File: src/rtl/capcmp_pkg.sv
package capcmp_pkg;

    typedef enum logic [2:0] {
        ST_IDLE,
        ST_SYNC,
        ST_EVW1,
        ST_EVW2,
        ST_RUN
    } tmr_state_e;

    typedef enum logic [1:0] {
        MD_FREE    = 2'd0,
        MD_CLR_CMP = 2'd1,
        MD_CLR_IN  = 2'd2,
        MD_EVENT   = 2'd3
    } tmr_mode_e;

    typedef struct packed {
        logic       oneshot;
        logic       cap_src;
        logic       cap_en;
        logic [1:0] in1_sel;
        logic [1:0] in0_sel;
        logic       run;
        tmr_mode_e  mode;
    } ctrl_t;

    function automatic logic edge_hit(logic [1:0] sel, logic rise, logic fall);
        return (sel[0] & rise) | (sel[1] & fall);
    endfunction

endpackage

File: src/rtl/capcmp_filter.sv
module capcmp_filter #(
    parameter int DEPTH = 3
) (
    input  logic clk,
    input  logic rst_n,
    input  logic din,
    output logic rise,
    output logic fall
);
    logic [DEPTH-1:0] samp_q;
    logic             lvl_q;
    logic             upd;

    assign upd  = ((&samp_q) || !(|samp_q)) && (samp_q[0] != lvl_q);
    assign rise = upd && samp_q[0];
    assign fall = upd && !samp_q[0];

    always_ff @(posedge clk or negedge rst_n) begin
        if (!rst_n) begin
            samp_q <= '0;
            lvl_q  <= 1'b0;
        end else begin
            samp_q <= {samp_q[DEPTH-2:0], din};
            if (upd) lvl_q <= samp_q[0];
        end
    end
endmodule

File: src/rtl/capcmp_fsm.sv
module capcmp_fsm
    import capcmp_pkg::*;
(
    input  logic       clk,
    input  logic       rst_n,
    input  logic       start,
    input  logic       stop,
    input  logic       is_event,
    input  logic       ev_edge,
    output tmr_state_e state,
    output logic       counting
);
    tmr_state_e st_q, st_d;

    always_ff @(posedge clk or negedge rst_n) begin
        if (!rst_n) st_q <= ST_IDLE;
        else        st_q <= st_d;
    end

    always_comb begin
        st_d = st_q;
        unique case (st_q)
            ST_IDLE: if (start) st_d = ST_SYNC;
            ST_SYNC: st_d = is_event ? ST_EVW1 : ST_RUN;
            ST_EVW1: if (ev_edge) st_d = ST_EVW2;
            ST_EVW2: if (ev_edge) st_d = ST_RUN;
            ST_RUN:  st_d = ST_RUN;
            default: st_d = ST_IDLE;
        endcase
        if (stop) st_d = ST_IDLE;
    end

    always_comb begin
        state    = st_q;
        counting = (st_q == ST_RUN);
    end
endmodule

File: src/rtl/capcmp_timer.sv
module capcmp_timer
    import capcmp_pkg::*;
#(
    parameter int W    = 16,
    parameter int FILT = 3
) (
    input  logic         clk,
    input  logic         rst_n,
    input  logic         bus_we,
    input  logic [1:0]   bus_waddr,
    input  logic [W-1:0] bus_wdata,
    input  logic [1:0]   bus_raddr,
    output logic [W-1:0] bus_rdata,
    input  logic         in0,
    input  logic         in1,
    output logic         out_pin,
    output logic         irq_cc0,
    output logic         irq_cc1,
    output logic         ovf_flag
);
    localparam int CTRL_W   = $bits(ctrl_t);
    localparam int RUN_BIT  = 2;
    localparam int TRIG_BIT = CTRL_W;
    localparam int NPIN     = 2;

    ctrl_t      ctrl_q;
    logic [W-1:0] cc0_q, cc1_q, cnt_q;
    tmr_state_e st_q;
    logic       counting;
    logic       armed_q;

    logic [NPIN-1:0] pins, p_rise, p_fall;
    assign pins = {in1, in0};

    for (genvar i = 0; i < NPIN; i++) begin : g_filt
        capcmp_filter #(.DEPTH(FILT)) u_filt (
            .clk  (clk),
            .rst_n(rst_n),
            .din  (pins[i]),
            .rise (p_rise[i]),
            .fall (p_fall[i])
        );
    end

    logic wr_ctrl, start_cmd, stop_cmd, trig_cmd;
    logic in0_hit, in1_hit, clr_in, tick, m0, m1, cap_evt, irq0_d, osh_mode;

    assign wr_ctrl   = bus_we && (bus_waddr == 2'd0);
    assign start_cmd = wr_ctrl && bus_wdata[RUN_BIT] && !ctrl_q.run;
    assign stop_cmd  = wr_ctrl && !bus_wdata[RUN_BIT] && ctrl_q.run;
    assign osh_mode  = (ctrl_q.mode == MD_FREE) || (ctrl_q.mode == MD_CLR_IN);
    assign trig_cmd  = wr_ctrl && bus_wdata[TRIG_BIT] && bus_wdata[RUN_BIT]
                       && ctrl_q.oneshot && counting && osh_mode;

    assign in0_hit = edge_hit(ctrl_q.in0_sel, p_rise[0], p_fall[0]);
    assign in1_hit = edge_hit(ctrl_q.in1_sel, p_rise[1], p_fall[1]);
    assign clr_in  = counting && (ctrl_q.mode == MD_CLR_IN) && in0_hit;
    assign tick    = counting && !trig_cmd && !clr_in
                     && ((ctrl_q.mode == MD_EVENT) ? in0_hit : 1'b1);
    assign m0      = tick && !ctrl_q.cap_en && (cnt_q == cc0_q);
    assign m1      = tick && (cnt_q == cc1_q);
    assign cap_evt = counting && ctrl_q.cap_en &&
                     (ctrl_q.cap_src ? (in0_hit && (ctrl_q.in0_sel != 2'b11)) : in1_hit);
    assign irq0_d  = m0 || cap_evt || (counting && ctrl_q.cap_src && in1_hit);

    capcmp_fsm u_fsm (
        .clk     (clk),
        .rst_n   (rst_n),
        .start   (start_cmd),
        .stop    (stop_cmd),
        .is_event(ctrl_q.mode == MD_EVENT),
        .ev_edge (in0_hit),
        .state   (st_q),
        .counting(counting)
    );

    always_ff @(posedge clk or negedge rst_n) begin
        if (!rst_n) begin
            ctrl_q <= '0;
            cc0_q  <= '0;
            cc1_q  <= '0;
        end else begin
            if (wr_ctrl) ctrl_q <= ctrl_t'(bus_wdata[CTRL_W-1:0]);
            if (cap_evt) cc0_q <= cnt_q;
            else if (bus_we && bus_waddr == 2'd1) cc0_q <= bus_wdata;
            if (bus_we && bus_waddr == 2'd2) cc1_q <= bus_wdata;
        end
    end

    always_ff @(posedge clk or negedge rst_n) begin
        if (!rst_n) begin
            cnt_q    <= '0;
            ovf_flag <= 1'b0;
        end else begin
            if (start_cmd || trig_cmd || clr_in)
                cnt_q <= '0;
            else if (tick)
                cnt_q <= ((ctrl_q.mode == MD_CLR_CMP) && m0) ? '0 : cnt_q + 1'b1;
            if (start_cmd)
                ovf_flag <= 1'b0;
            else if (tick && (&cnt_q) && !((ctrl_q.mode == MD_CLR_CMP) && m0))
                ovf_flag <= 1'b1;
        end
    end

    always_ff @(posedge clk or negedge rst_n) begin
        if (!rst_n) begin
            out_pin <= 1'b0;
            armed_q <= 1'b0;
            irq_cc0 <= 1'b0;
            irq_cc1 <= 1'b0;
        end else begin
            irq_cc0 <= irq0_d;
            irq_cc1 <= m1;
            if (start_cmd) begin
                out_pin <= 1'b0;
                armed_q <= 1'b0;
            end else if (trig_cmd) begin
                out_pin <= 1'b0;
                armed_q <= 1'b1;
            end else if (ctrl_q.oneshot) begin
                if (armed_q && m0) begin
                    out_pin <= 1'b0;
                    armed_q <= 1'b0;
                end else if (armed_q && m1) begin
                    out_pin <= 1'b1;
                end
            end else if (m1) begin
                out_pin <= !out_pin;
            end
        end
    end

    always_comb begin
        unique case (bus_raddr)
            2'd0: bus_rdata = W'(ctrl_q);
            2'd1: bus_rdata = cc0_q;
            2'd2: bus_rdata = cc1_q;
            default: bus_rdata = cnt_q;
        endcase
    end
endmodule

File: config.mk
export PLATFORM = sky130hd
export DESIGN_NAME = capcmp_timer
export DESIGN_NICKNAME = d
export VERILOG_FILES = /design/src/rtl/capcmp_pkg.sv /design/src/rtl/capcmp_filter.sv /design/src/rtl/capcmp_fsm.sv /design/src/rtl/capcmp_timer.sv
export SDC_FILE = /design/constraint.sdc
export NUM_CORES = 1
export LEC_CHECK = 0
export ABC_AREA = 0
export BUFFER_PORTS_ARGS = -buffer_cell sky130_fd_sc_hd__buf_2
export CORE_ASPECT_RATIO = 1.1
export CORE_UTILIZATION = 55
export CTS_CLUSTER_DIAMETER = 150
export DETAILED_ROUTE_END_ITERATION = 6
export PLACE_DENSITY = 0.83
export SLEW_MARGIN = 0
export SYNTH_ARGS = -nofsm -noshare
export SYNTH_HDL_FRONTEND = slang
export SYNTH_SLANG_ARGS = --single-unit
File: constraint.sdc
create_clock -name clk -period 6.59 [get_ports clk]
set_clock_uncertainty 0.2 [all_clocks]
set_input_delay 1.318 -clock clk [delete_from_list [all_inputs] [get_ports clk]]
set_output_delay 1.318 -clock clk [all_outputs]
set_load 0.005 [all_outputs]
==> summary.md <==
| Metric | Value |
|---|---|
| Largest area contributor in the netlist | dfrtp_1 |
| Final worst slack | 2.482 ns |
| Initial antenna violation count | 0 |
| Number of cell rows | 33 |
| Critical path depth in cells | 4 |
| Most common cell after layout, fill and taps aside | dfrtp_1 |
| Post-CTS setup repair buffer count | 0 |
| Post-synthesis instance total | 389 |
| Clk sink count | 74 |
| #FFs+latches synth | 74 |
| Utilization after layout | 62.38% |
| Prevailing post-synth register cell | dfrtp_1 |
| Worst-path clk slew | 0.08 ns |
| CTS tree | built |
| Setup violations, final | 0 |
| Syn nets | 415 |
| GRT Util Overall | 27.26% |
| Fill cells | 604 |
| Switching Fraction | 34.87% |
| I/O pin cnt | 45 |
| Die Height | 95.80 um |
| Pre-antenna DRT Iters | 4 |
| Power consumption | 0.001440 W |
| Sequential share of power | 46.5% |
| Overall die width | 87.27 um |
| Max Slew Vio Count | 0 |
| Startpoint Class | primary input |
| Worst-margin pin slew | 1.098 ns |
| Switch Pwr | 0.0005021 W |
| Maximum VDD drop | 0.2110 mV |
| Worst Path Required | 5.07 ns |
| Worst-Skew Late Latency | 0.36 ns |
| Root buffer cell | clkbuf_8 |
| Final Net Count | 441 |
| CP Class | primary input to output pin |
| Per-cell routed wire length | 19.59 um |
| Fraction of layout cells with a size suffix above 1 | 29.76% |
| Via count | 3229 |
| Core Region | 7597 um2 |
| Final Critical Period | 4.108 ns |
| Clock share of power | 25.2% |
| Max-Slew Margin vs Limit | 26.56% |
| Yosys cell types | 61 |
| Sequential cell area | 1852 um2 |
| Share of the synthesized area in the top cell type | 42.09% |
| CP delay by family, top | buffers and inverters |
| Final WL | 10.29 mm |
| RePlAce Congestion | 0.8519 |
| Synth warn | 0 |
| Post-Place Worst Slack | 2.437 ns |
| CTS H-tree depth | 3 |
| Starting Density | 57.91% |
| Area grow syn2layout | 7.736% |
| Total CTS buffers | 9 |
| Largest net degree at the start of global routing | 75 |
| Port bufs | 44 |
| Final hold vios | 0 |
| Number of global-route vias before repair | 3338 |
| Placed insts | 509 |
| Final TNS setup | 0 ns |
| Slowest-stage cell, CP | nor2b_1 |
| Hold depth | 0 |
| Area of the multi-input gates | 2285 um2 |
| Final ANT Viol Nets | 0 |
| Period utilization | 62.34% |
| CP most frequent cell | buf_2 |
| Critical path endpoint category | output pin |
| Clock buffer depth | 2 |
| Seq/Total Area, Yosys | 42.09% |
| HPWL Detailed | 7.067 mm |
| Final cell count without fillers | 525 |
| Max cap viols | 0 |
| CTS resizes | 0 |
| RSZ-0062 raised after global routing | no |
| Worst-path maximum fanout | 17 |
| Global-route wire length before repair | 16.86 mm |
| Largest stage delay, worst path | 0.50 ns |
| FFs w/ async S/R, synth | 100.0% |
| Bufs and invs on worst path | 2 |
| CP arrival | 2.59 ns |
| Cell-by-cell trace of the critical path | buf_2 -> nor2b_1 -> a22o_1 -> buf_2 |
| DR iter-0 viols | 316 |
| Grt total ovfl | 0 |
| Quantity of hold-fixing buffers added after cts | 0 |
| Synth top area cells | dfrtp_1, mux2_2, xor2_1 |
| ANT cells | 0 |
| Combinational power share | 28.2% |
| Die area | 8360 um2 |
| R2R cell count | 7 |
| Most frequent cells in the layout | dfrtp_1, buf_2, mux2_2, xor2_1, a21oi_1 |
| Fmax | 0.2434 GHz |
| Vias per cell | 6.150 |
| Post-synth EDFFs | 0 |
| Static leakage | 2.314 nW |
| Status | finished, final reports clean |
| Mapped Avg Cell Area | 11.31 um2 |
| Mapped Area | 4399 um2 |
| Hold crit path type | register to register |
| Drt drc | 0 |
| Int Power | 0.0009380 W |
| PwrDens | 303.9 nW/um2 |
## power by group through the flow
stage               Combinational [W]  Clock, W  Sequential, W
floorplan                    0.000333         0       0.000626
detailed placement           0.000405         0       0.000677
global placement             0.000393         0       0.000670
global route                 0.000442  0.000385       0.000684
finish                       0.000407  0.000363       0.000670
CTS                          0.000408  0.000366       0.000669
## through the flow
| stage | hold slack, ns | instance area, um2 |
|---|---|---|
| finish | 0.1921 | 4740 |
| global route | 0.2117 | 4740 |
| CTS | 0.1997 | 4740 |
| detailed placement | 0.1823 | 4536 |
| global placement | 0.1628 | 4536 |
| floorplan | 0.1537 | 4399 |
## worst reg2reg max path: stages, from the launching register on
cell,delay [ns]
dfrtp_1,0.41
or4b_4,0.55
o22a_1,0.27
o21ai_1,0.21
o2111ai_2,0.50
buf_4,0.40
nor2_1,0.13
a21oi_1,0.06
## final timing paths
kind	from	endpoint	slack (ns)
worst min-delay path	g_filt[1].u_filt.samp_q[1]	g_filt[1].u_filt.samp_q[2]	0.19
worst max register to register	g_filt[0].u_filt.samp_q[1]	cc0_q[3]	3.75
worst min register to register	g_filt[1].u_filt.samp_q[1]	g_filt[1].u_filt.samp_q[2]	0.19
max in group asynchronous	rst_n	cc0_q[14]	4.68
worst max-delay path	bus_raddr[0]	bus_rdata[10]	2.48
min in group asynchronous	rst_n	cc0_q[5]	0.90
## cell usage after synthesis, types with 2 or more instances
library cell   n
or3_1          2
and2b_2        2
o31ai_1       15
nand3_1        7
a22o_1        20
inv_1          6
nor2_1        24
mux4_2         9
and4_1         2
nor3_4         2
buf_6         10
and3_2         4
nand2b_1       2
mux2_2        29
and3_1         4
o21ai_0        7
xnor2_1        3
mux2i_1       17
nand2_1        9
a21oi_1       26
nor3b_1        2
nor4_1         8
o22a_1         3
nor4_2         2
and4_2         2
nor2b_1        9
and2_2         2
and2b_1        2
buf_2          5
nand3b_1       3
nor3_1         6
xor2_1        29
buf_4          5
dfrtp_1       74
clkbuf_1       8
clkbuf_8       2
nand4_1        3
## per-layer routing
metal / global-route usage [%] / routed length, um / vias to the layer above
li1: - / - / 1490
met1: 34.69 / 4211 / 1599
met2: 45.57 / 5258 / 122
met3: 4.202 / 549 / 18
met4: 13.39 / 267 / 0
met5: 0 / 0 / -
## state kept, by name (all words and copies together), names as in the netlist, 2 cells and up
name,flops
g_filt.u_filt.samp_q,6
cnt_q,16
u_fsm.state,3
g_filt.u_filt.lvl_q,2
cc1_q,16
cc0_q,16
ctrl_q,10
## area by class of cell
cell class	count	area share [%]
Clock inverter	6	1.399
Clock buffer	10	2.904
Timing Repair Buffer	47	5.174
Tap cell	105	2.772
Inverter	6	0.4752
Sequential cell	74	39.07
Multi-Input combinational cell	277	48.20
## cells by family after synthesis
family                   synth area share, %
multiplexers                           16.50
flip-flops                             42.09
XOR/XNOR                               6.371
AO/OA/AOI/OAI                          12.66
buffers and inverters                  6.115
AND/OR/NAND/NOR                        15.98
adder cells (fa/ha/maj)               0.2844
No activity file was read; power rests on OpenSTA's default activity.
